<file path="config.mk">
export PLATFORM = sky130hd
export DESIGN_NAME = pair_timer
export DESIGN_NICKNAME = d
export VERILOG_FILES = /design/src/rtl/pt_pkg.sv /design/src/rtl/pt_edge_sync.sv /design/src/rtl/pt_flag.sv /design/src/rtl/pt_timer16.sv /design/src/rtl/pair_timer.sv
export SDC_FILE = /design/constraint.sdc
export NUM_CORES = 1
export LEC_CHECK = 0
export CAP_MARGIN = 5
export CORE_UTILIZATION = 65
export CTS_BUF_LIST = sky130_fd_sc_hd__clkbuf_4
export DETAILED_ROUTE_END_ITERATION = 12
export DONT_BUFFER_PORTS = 1
export PLACE_DENSITY = 0.79
export SLEW_MARGIN = 20
export SYNTH_ARGS = -nofsm -noshare
export SYNTH_HDL_FRONTEND = slang
export SYNTH_SLANG_ARGS = --single-unit
</file>
<file path="constraint.sdc">
create_clock -name clk_i -period 3.1 [get_ports clk_i]
set_clock_uncertainty 0.15 [all_clocks]
set_input_delay 0.465 -clock clk_i [delete_from_list [all_inputs] [get_ports clk_i]]
set_output_delay 0.465 -clock clk_i [all_outputs]
set_load 0.05 [all_outputs]
</file>
<file path="src/rtl/pt_pkg.sv">
package pt_pkg;
  typedef enum logic [1:0] {
    MODE_13     = 2'd0,
    MODE_16     = 2'd1,
    MODE_RELOAD = 2'd2,
    MODE_SPLIT  = 2'd3
  } tmode_e;
endpackage

</file>
<file path="src/rtl/pt_edge_sync.sv">
module pt_edge_sync #(
  parameter int STAGES = 2
) (
  input  logic clk_i,
  input  logic rst_ni,
  input  logic pin_i,
  output logic fall_o
);
  logic [STAGES-1:0] sync_q;
  logic              last_q;

  always_ff @(posedge clk_i or negedge rst_ni) begin
    if (!rst_ni) begin
      sync_q <= '0;
      last_q <= 1'b0;
    end else begin
      sync_q <= {sync_q[STAGES-2:0], pin_i};
      last_q <= sync_q[STAGES-1];
    end
  end

  assign fall_o = last_q & ~sync_q[STAGES-1];
endmodule

</file>
<file path="src/rtl/pt_flag.sv">
module pt_flag (
  input  logic clk_i,
  input  logic rst_ni,
  input  logic set_i,
  input  logic clr_i,
  output logic flag_o
);
  always_ff @(posedge clk_i or negedge rst_ni) begin
    if (!rst_ni)    flag_o <= 1'b0;
    else if (set_i) flag_o <= 1'b1;  // hardware set beats software clear
    else if (clr_i) flag_o <= 1'b0;
  end
endmodule

</file>
<file path="src/rtl/pt_timer16.sv">
module pt_timer16 #(
  parameter int W  = 8,
  parameter int PW = 5
) (
  input  logic           clk_i,
  input  logic           rst_ni,
  input  pt_pkg::tmode_e mode_i,
  input  logic           split_i,
  input  logic           lo_en_i,
  input  logic           hi_en_i,
  input  logic           wr_lo_i,
  input  logic           wr_hi_i,
  input  logic [W-1:0]   wr_data_i,
  output logic [W-1:0]   lo_o,
  output logic [W-1:0]   hi_o,
  output logic           lo_ovf_o,
  output logic           hi_ovf_o
);
  import pt_pkg::*;

  localparam int NW = W + PW;
  localparam logic [NW:0]  ONE_N = (NW+1)'(1);
  localparam logic [2*W:0] ONE_F = (2*W+1)'(1);
  localparam logic [W:0]   ONE_B = (W+1)'(1);

  logic [W-1:0] lo_q, hi_q, lo_d, hi_d;
  logic         lo_en, hi_en;

  // a write to either byte blocks the whole counter, except halves in split mode
  assign lo_en = lo_en_i & ~wr_lo_i & (split_i | ~wr_hi_i);
  assign hi_en = hi_en_i & ~wr_hi_i & split_i;

  always_comb begin
    lo_d     = lo_q;
    hi_d     = hi_q;
    lo_ovf_o = 1'b0;
    hi_ovf_o = 1'b0;
    if (split_i) begin
      if (lo_en) {lo_ovf_o, lo_d} = {1'b0, lo_q} + ONE_B;
      if (hi_en) {hi_ovf_o, hi_d} = {1'b0, hi_q} + ONE_B;
    end else if (lo_en) begin
      unique case (mode_i)
        MODE_13:     {lo_ovf_o, hi_d, lo_d[PW-1:0]} = {1'b0, hi_q, lo_q[PW-1:0]} + ONE_N;
        MODE_16:     {lo_ovf_o, hi_d, lo_d} = {1'b0, hi_q, lo_q} + ONE_F;
        MODE_RELOAD: begin
          if (lo_q == '1) begin
            lo_d     = hi_q;
            lo_ovf_o = 1'b1;
          end else begin
            lo_d = lo_q + W'(1);
          end
        end
        default: ;
      endcase
    end
    if (wr_lo_i) lo_d = wr_data_i;
    if (wr_hi_i) hi_d = wr_data_i;
  end

  always_ff @(posedge clk_i or negedge rst_ni) begin
    if (!rst_ni) begin
      lo_q <= '0;
      hi_q <= '0;
    end else begin
      lo_q <= lo_d;
      hi_q <= hi_d;
    end
  end

  assign lo_o = lo_q;
  assign hi_o = hi_q;
endmodule

</file>
<file path="src/rtl/pair_timer.sv">
module pair_timer #(
  parameter int W        = 8,
  parameter int PW       = 5,
  parameter int SYNC_STG = 2
) (
  input  logic         clk_i,
  input  logic         rst_ni,
  input  logic         presc_en_i,
  input  logic         tb_sel_i,
  input  logic         t0_cnt_i,
  input  logic         t1_cnt_i,
  input  logic         t0_gate_i,
  input  logic         gate_pol_i,
  input  logic [1:0]   t0_mode_i,
  input  logic [1:0]   t1_mode_i,
  input  logic         t0_run_i,
  input  logic         t1_run_i,
  input  logic         t0_ext_i,
  input  logic         t1_ext_i,
  input  logic         t0_gate_en_i,
  input  logic         tf0_clr_i,
  input  logic         tf1_clr_i,
  input  logic [3:0]   wr_en_i,
  input  logic [W-1:0] wr_data_i,
  output logic         tf0_o,
  output logic         tf1_o,
  output logic         t1_ovf_o,
  output logic [W-1:0] tl0_o,
  output logic [W-1:0] th0_o,
  output logic [W-1:0] tl1_o,
  output logic [W-1:0] th1_o
);
  import pt_pkg::*;

  tmode_e t0_mode, t1_mode;
  logic   tick, gate_ok, t0_split, t1_halt;
  logic   t0_fall, t1_fall;
  logic   t0_lo_en, t0_hi_en, t1_en;
  logic   t0_lo_ovf, t0_hi_ovf, t1_ovf, t1_hi_unused;
  logic   tf1_set, t1_ovf_q;

  assign t0_mode  = tmode_e'(t0_mode_i);
  assign t1_mode  = tmode_e'(t1_mode_i);
  assign tick     = tb_sel_i ? presc_en_i : 1'b1;
  assign gate_ok  = ~t0_gate_en_i | (t0_gate_i ^ gate_pol_i);
  assign t0_split = (t0_mode == MODE_SPLIT);
  assign t1_halt  = (t1_mode == MODE_SPLIT);

  pt_edge_sync #(.STAGES(SYNC_STG)) i_sync0 (
    .clk_i, .rst_ni, .pin_i(t0_cnt_i), .fall_o(t0_fall)
  );
  pt_edge_sync #(.STAGES(SYNC_STG)) i_sync1 (
    .clk_i, .rst_ni, .pin_i(t1_cnt_i), .fall_o(t1_fall)
  );

  assign t0_lo_en = t0_run_i & gate_ok & (t0_ext_i ? t0_fall : tick);
  assign t0_hi_en = t1_run_i & tick;  // split high byte: internal timebase only
  // under split, T1 run follows its mode and external counting is lost
  assign t1_en    = ~t1_halt &
                    (t0_split ? tick : (t1_run_i & (t1_ext_i ? t1_fall : tick)));

  pt_timer16 #(.W(W), .PW(PW)) i_t0 (
    .clk_i, .rst_ni,
    .mode_i    (t0_mode),
    .split_i   (t0_split),
    .lo_en_i   (t0_lo_en),
    .hi_en_i   (t0_hi_en),
    .wr_lo_i   (wr_en_i[0]),
    .wr_hi_i   (wr_en_i[1]),
    .wr_data_i (wr_data_i),
    .lo_o      (tl0_o),
    .hi_o      (th0_o),
    .lo_ovf_o  (t0_lo_ovf),
    .hi_ovf_o  (t0_hi_ovf)
  );

  pt_timer16 #(.W(W), .PW(PW)) i_t1 (
    .clk_i, .rst_ni,
    .mode_i    (t1_mode),
    .split_i   (1'b0),
    .lo_en_i   (t1_en),
    .hi_en_i   (1'b0),
    .wr_lo_i   (wr_en_i[2]),
    .wr_hi_i   (wr_en_i[3]),
    .wr_data_i (wr_data_i),
    .lo_o      (tl1_o),
    .hi_o      (th1_o),
    .lo_ovf_o  (t1_ovf),
    .hi_ovf_o  (t1_hi_unused)
  );

  assign tf1_set = t0_split ? t0_hi_ovf : t1_ovf;

  pt_flag i_tf0 (.clk_i, .rst_ni, .set_i(t0_lo_ovf), .clr_i(tf0_clr_i), .flag_o(tf0_o));
  pt_flag i_tf1 (.clk_i, .rst_ni, .set_i(tf1_set),   .clr_i(tf1_clr_i), .flag_o(tf1_o));

  always_ff @(posedge clk_i or negedge rst_ni) begin
    if (!rst_ni) t1_ovf_q <= 1'b0;
    else         t1_ovf_q <= t1_ovf;
  end

  assign t1_ovf_o = t1_ovf_q;
endmodule

</file>
== Word level (Yosys, flattened, before mapping) ==
Cells that the tools add are included.
Storage, ports and cells
  register bits after elaboration: 41
  bits of input ports: 31
  logic and storage cells: 112
Operators by class
  add/sub/neg operators: 8
  equal/unequal tests: 9
  mux-type cells: 38
  bitwise operators: 24
  reduce and logical (&&, ||, !) cells: 20
Operators with widths (count)
  $mux 8: 14
  $add 16x1->17 const B: 2
  $pmux 8 s2: 2
  $pmux 5 s3: 2
  $add 13x1->14 const B: 2
  $add 8x1->9 const B: 2
  $add 8x1->8 const B: 2
  $eq 8x8->1 const B: 2
  $mux 1: 16
  $and 1x1->1: 13
  $pmux 3 s2: 2
  $reduce_bool 4->1: 3
  $reduce_and 2->1: 5
  $reduce_bool 2->1: 5
  $reduce_bool 3->1: 3
  $eq 2x2->1 const B: 4
  $not 1->1: 8
  $pmux 1 s3: 2
  $reduce_bool 5->1: 1
  $eq 2x1->1 const B: 2
  $logic_not 2->1: 2
  $ne 3x3->1 const B: 1
  $reduce_and 3->1: 1
  $or 1x1->1: 2
  $xor 1x1->1: 1

== Longest topological paths before layout ==
  word-level depth: 11
  mapped depth: 8
  depth with buffers taken out: 7

== Modules after synthesis ==
From an unflattened synthesis, not the netlist that was laid out.
Second synthesis, totals
  cells, all modules: 372
  area, all modules: 3195.6 µm²
Modules (own cells, without submodules)
  pt_timer16 (i_t1): times used 1, cells each 174, area each 1443.9 µm², seq. area each 400.4 µm²
  pt_timer16 (i_t0): times used 1, cells each 169, area each 1372.6 µm², seq. area each 400.4 µm²
  pt_edge_sync: times used 2, cells each 4, area each 88.8 µm², seq. area each 75.1 µm²
  pair_timer: times used 1, cells each 15, area each 128.9 µm², seq. area each 25.0 µm²
  pt_flag: times used 2, cells each 3, area each 36.3 µm², seq. area each 25.0 µm²

== Worst setup path before layout ==
OpenSTA, ideal clock, no wires.
  path type: input to register
  start: in t0_mode_i[0]
  end: reg i_t1.hi_q[6] (netlist: i_t1.hi_o[6])
  data arrival time: 2.229 ns
  required time: 2.868 ns
  setup slack: 0.639 ns
  stages on the path: 7
  cell sequence: ha_1 -> nor2b_4 -> mux2i_1 -> or4_4 -> buf_6 -> or4_1 -> a31oi_1
On the way
  longest elaborated chain between the ends: 7
Ends and longest elaborated chain
  start, declared: RTL line pair_timer.sv:14  | input logic [1:0] t0_mode_i,
  $eq 2x2->1: RTL line pair_timer.sv:46  | assign t0_split = (t0_mode == MODE_SPLIT);
  $mux 1: RTL line pair_timer.sv:60  | (t0_split ? tick : (t1_run_i & (t1_ext_i ? t1_fall : tick)));
  $and 1x1->1: RTL line pair_timer.sv:59  | assign t1_en = ~t1_halt &
  $and 1x1->1 (2 in a row): RTL line pt_timer16.sv:30  | assign lo_en = lo_en_i & ~wr_lo_i & (split_i | ~wr_hi_i);
  $reduce_bool 2->1 (no source line)
  $reduce_and 2->1 (no source line)
  end signal, assigned: RTL line pt_timer16.sv:66  | hi_q <= hi_d;
  end, declared: RTL line pt_timer16.sv:26  | logic [W-1:0] lo_q, hi_q, lo_d, hi_d;
Every way passes these cells.
A chain may end at the register's enable or synchronous reset.

== Worst setup path in the final report ==
  start: reg i_t0.lo_q[4] (netlist: i_t0.lo_o[4])
  end: reg i_t0.hi_q[5] (netlist: i_t0.hi_o[5])
On the way
  longest elaborated chain between the ends: 5
  elaborated cells on any way between the ends: 6
Ends and longest elaborated chain
  start, declared: RTL line pt_timer16.sv:26
  start signal, assigned: RTL line pt_timer16.sv:65  | lo_q <= lo_d;
  $add 16x1->17 or $add 13x1->14 (tied branches): RTL line pt_timer16.sv:44, pt_timer16.sv:43
  $pmux 8 s2 *: RTL line pt_timer16.sv:42  | unique case (mode_i)
  $mux 8 *: RTL line pt_timer16.sv:41  | end else if (lo_en) begin
  $mux 8 *: RTL line pt_timer16.sv:38  | if (split_i) begin
  $mux 8 *: RTL line pt_timer16.sv:57  | if (wr_hi_i) hi_d = wr_data_i;
  end signal, assigned: RTL line pt_timer16.sv:66
  end, declared: RTL line pt_timer16.sv:26
Mark *: on every way between the ends. The rest lies on a longest branch, timed or not. The select of a mux whose other input is x is not followed.

==> impl_metrics.py <==
metrics = {
    "status": {
        "status": "completed",
    },
    "worst_setup_path": {
        "slowest_delay_ns": 0.60,
        "crit_family": "simple AND/OR/NAND/NOR gates",
        "criticalPathCategory": "flip-flop to flip-flop",
        "crit_slowest_cell": "or4_1",
        "worst_setup_path_start_kind": "flip-flop",
        "cp_cell_sequence": "nand4_1, nor3b_1, o311ai_1, or4_1, a31oi_1",
        "cp.arrival_ns": 2.73,
        "crit_path_end_kind": "flip-flop",
        "worst-path-buf-inv": 0,
        "required_ns": 3.22,
        "crit_fanout": 10,
    },
    "timing": {
        "fin_crit_ns": 2.614,
        "fin_tns_setup_ns": 0,
        "setup_viol": 0,
        "fmax_mhz": 382.5,
        "slew_violations": 0,
        "worst_hold_slack_ns": 0.03519,
        "worstMarginPinSlew_ns": 0.8668,
        "hold_viol": 0,
        "rsz0062_at_grt": "false",
        "relSlewSlack": 0.4130,
        "period_share": 0.8433,
    },
    "logic_synthesis": {
        "synthCells": 343,
        "synthFlopType": "dfrtp_1",
        "yosysSeqAreaShare": 0.3539,
        "synth_fp_nets": 385,
        "avgSynthCellArea_um2": 8.452,
        "ys_ff_latch": 41,
        "synth_top_area_share": 0.3539,
        "synth_edf_count": 0,
        "yosysWarnings": 0,
        "yosys-top-cells-area": "dfrtp_1 (35%), o31ai_1 (4.9%), ha_1 (4.7%)",
        "synth.distinct_cells": 52,
        "async_flop_share": 1.000,
        "syn_area_um2": 2899,
        "yosysTopAreaCell": "dfrtp_1",
    },
    "global_routing": {
        "grt_first_pass_wirelength_mm": 13.23,
        "overflow": 0,
        "grt_pass1_vias": 2659,
        "grt_max_degree": 42,
        "antenna_found_initial": 0,
        "grt.total_usage": 0.3902,
    },
    "power_and_ir_drop": {
        "power_density_nw_per_um2": 460.8,
        "ir_worst_vdd_uv": 334.0,
        "p_leak_uw": 0.001271,
    },
    "placed_design": {
        "place_area_um2": 3047,
        "portBuffers": 0,
        "hpwl_mm": 6.056,
        "gp_congestion": 0.9403,
    },
    "job": {
        "cap_viol_max_count": 0,
    },
    "clock_network": {
        "clkSlewWorstSetupHoldPaths_ns": 0.12,
        "clk_latency_ns": 0.36,
        "cts_tree": "built",
        "numCtsBuffers": 5,
        "cts.sink_count": 41,
        "htreeDepth": 2,
        "post_cts_buffers": 0,
        "clock_path_buffers": 2,
        "cts-root-buf": "clkbuf_4",
    },
    "layout": {
        "nFillCells": 329,
        "nets": 403,
        "fin_area_um2": 3169,
        "layout-drive-gt1-share": 0.09972,
        "area_growth_pct": 9.322,
        "antennaDiodeCount": 0,
    },
    "die": {
        "dieArea_um2": 4731,
        "die_w_um": 68.79,
        "core_area_um2": 4144,
        "initial_utilization": 0.6996,
        "ios": 66,
        "rows": 23,
        "die_h_um": 68.79,
    },
    "detailed_routing": {
        "firstDrtPassIters": 5,
        "wl_mm": 8.585,
        "detail_route.wl_per_cell_um": 20.89,
        "ant_nets": 0,
        "drt_iter0_drc": 377,
        "avgViaCountPerCell": 7.273,
        "vias": 2989,
        "drc": 0,
    },
    "worst_hold_path": {
        "hp-class": "input pin to flip-flop",
    },
}
==> sequential cells by signal, summed over array words and instances (netlist names) <==
name and flops:
i_sync0.last_q 1, i_sync0.sync_q 2, i_sync1.last_q 1, i_sync1.sync_q 2
i_t0.hi_o 8, i_t0.lo_o 8, i_t1.hi_o 8, i_t1.lo_o 8
i_tf0.flag_o 1, i_tf1.flag_o 1, t1_ovf_o 1
==> metrics by stage <==
| step | power (µW) | worst slack [ns] | utilization | std cells |
|---|---|---|---|---|
| 3_3_place_gp | 1085 | 0.6517 | 0.7352 | 400 |
| 4_1_cts | 1446 | 0.6281 | 0.7648 | 411 |
| 6_report | 1460 | 0.4858 | 0.7648 | 411 |
| 2_1_floorplan | 994.1 | 0.6388 | - | 343 |
| 5_1_grt | 1507 | 0.3296 | 0.7648 | 411 |
| 3_5_place_dp | 1093 | 0.6347 | 0.7352 | 400 |
==> path summary, 6_finish.rpt <==
path	slack, ns	endpoint	start	cells past startpoint
max	0.49	i_t0.hi_o[5]	i_t0.lo_o[4]	5
min	0.04	i_t0.lo_o[3]	wr_en_i[0]	1
max reg2reg	0.49	i_t0.hi_o[5]	i_t0.lo_o[4]	5
min reg2reg	0.21	i_sync1.sync_q[1]	i_sync1.sync_q[0]	0
max in group asynchronous	2.12	i_t0.hi_o[7]	rst_ni	2
min in group asynchronous	0.47	i_t0.lo_o[2]	rst_ni	2
==> report_power, final <==
| group | switching (µW) | internal (µW) | total, µW |
|---|---|---|---|
| clock network | 185 | 164 | 349 |
| registers | 150 | 581 | 731 |
| logic | 248 | 133 | 380 |
==> routing by layer <==
metal  vias to the layer above  part of all wire  track usage
li1                       1358                 -            -
met3                        21              0.13      0.07401
met1                      1418              0.41       0.5757
met2                       192              0.43       0.5686
met5                         -                 0            0
met4                         0             0.028       0.1327
==> cell type report <==
class	count	area [µm²]	share of cell area
Inverter	17	63.81	0.02013
Sequential cell	41	1026	0.3237
Clock inverter	2	35.03	0.01105
Timing Repair Buffer	22	185.2	0.05843
Multi-Input combinational cell	274	1759	0.5551
Tap cell	50	62.56	0.01974
Clock buffer	5	37.54	0.01184
==> what timing repair did <==
item                                   CTS  global route
endpoints found under the hold margin   43             0
resized for setup                        0             0
hold buffers                             4             0
==> synthesized netlist by cell type, drive strengths merged (7+ instances only) <==
cell / count
a21oi: 9
a31oi: 17
and3: 11
clkbuf: 9
dfrtp: 41
ha: 11
inv: 15
nand2: 30
nand3: 14
nand4: 7
nor2: 35
nor2b: 7
nor3: 8
o21ai: 16
o31ai: 19
or4: 16
==> placed cells by master, fill, tap and decap left out, types with 6 or more instances in the layout <==
master	synthesis	layout
and3_1	11	11
nor2b_1	6	6
o21ai_0	16	16
nor3_1	8	8
buf_4	0	18
or4_1	15	15
ha_1	11	11
dfrtp_1	41	41
a21oi_1	9	9
a31oi_1	17	17
nor2_1	35	35
inv_1	15	15
o31ai_1	19	19
nand2_1	30	30
nand3_1	14	14
o211ai_1	6	6
nand4_1	7	7
==> cells by family (layout without fill, tap and decap cells) <==
group	count (synthesis)	in the layout	share of synthesized area
AOI/OAI and AO/OA	102	102	0.2469
xor gates and xnor gates	3	3	0.009065
adders and majority gates	11	11	0.04747
buffers and inverters	28	46	0.03927
DFF	41	41	0.3539
muxes	7	7	0.02546
and+or+nand+nor	151	151	0.2780
Power figures use the tool's default switching activity.
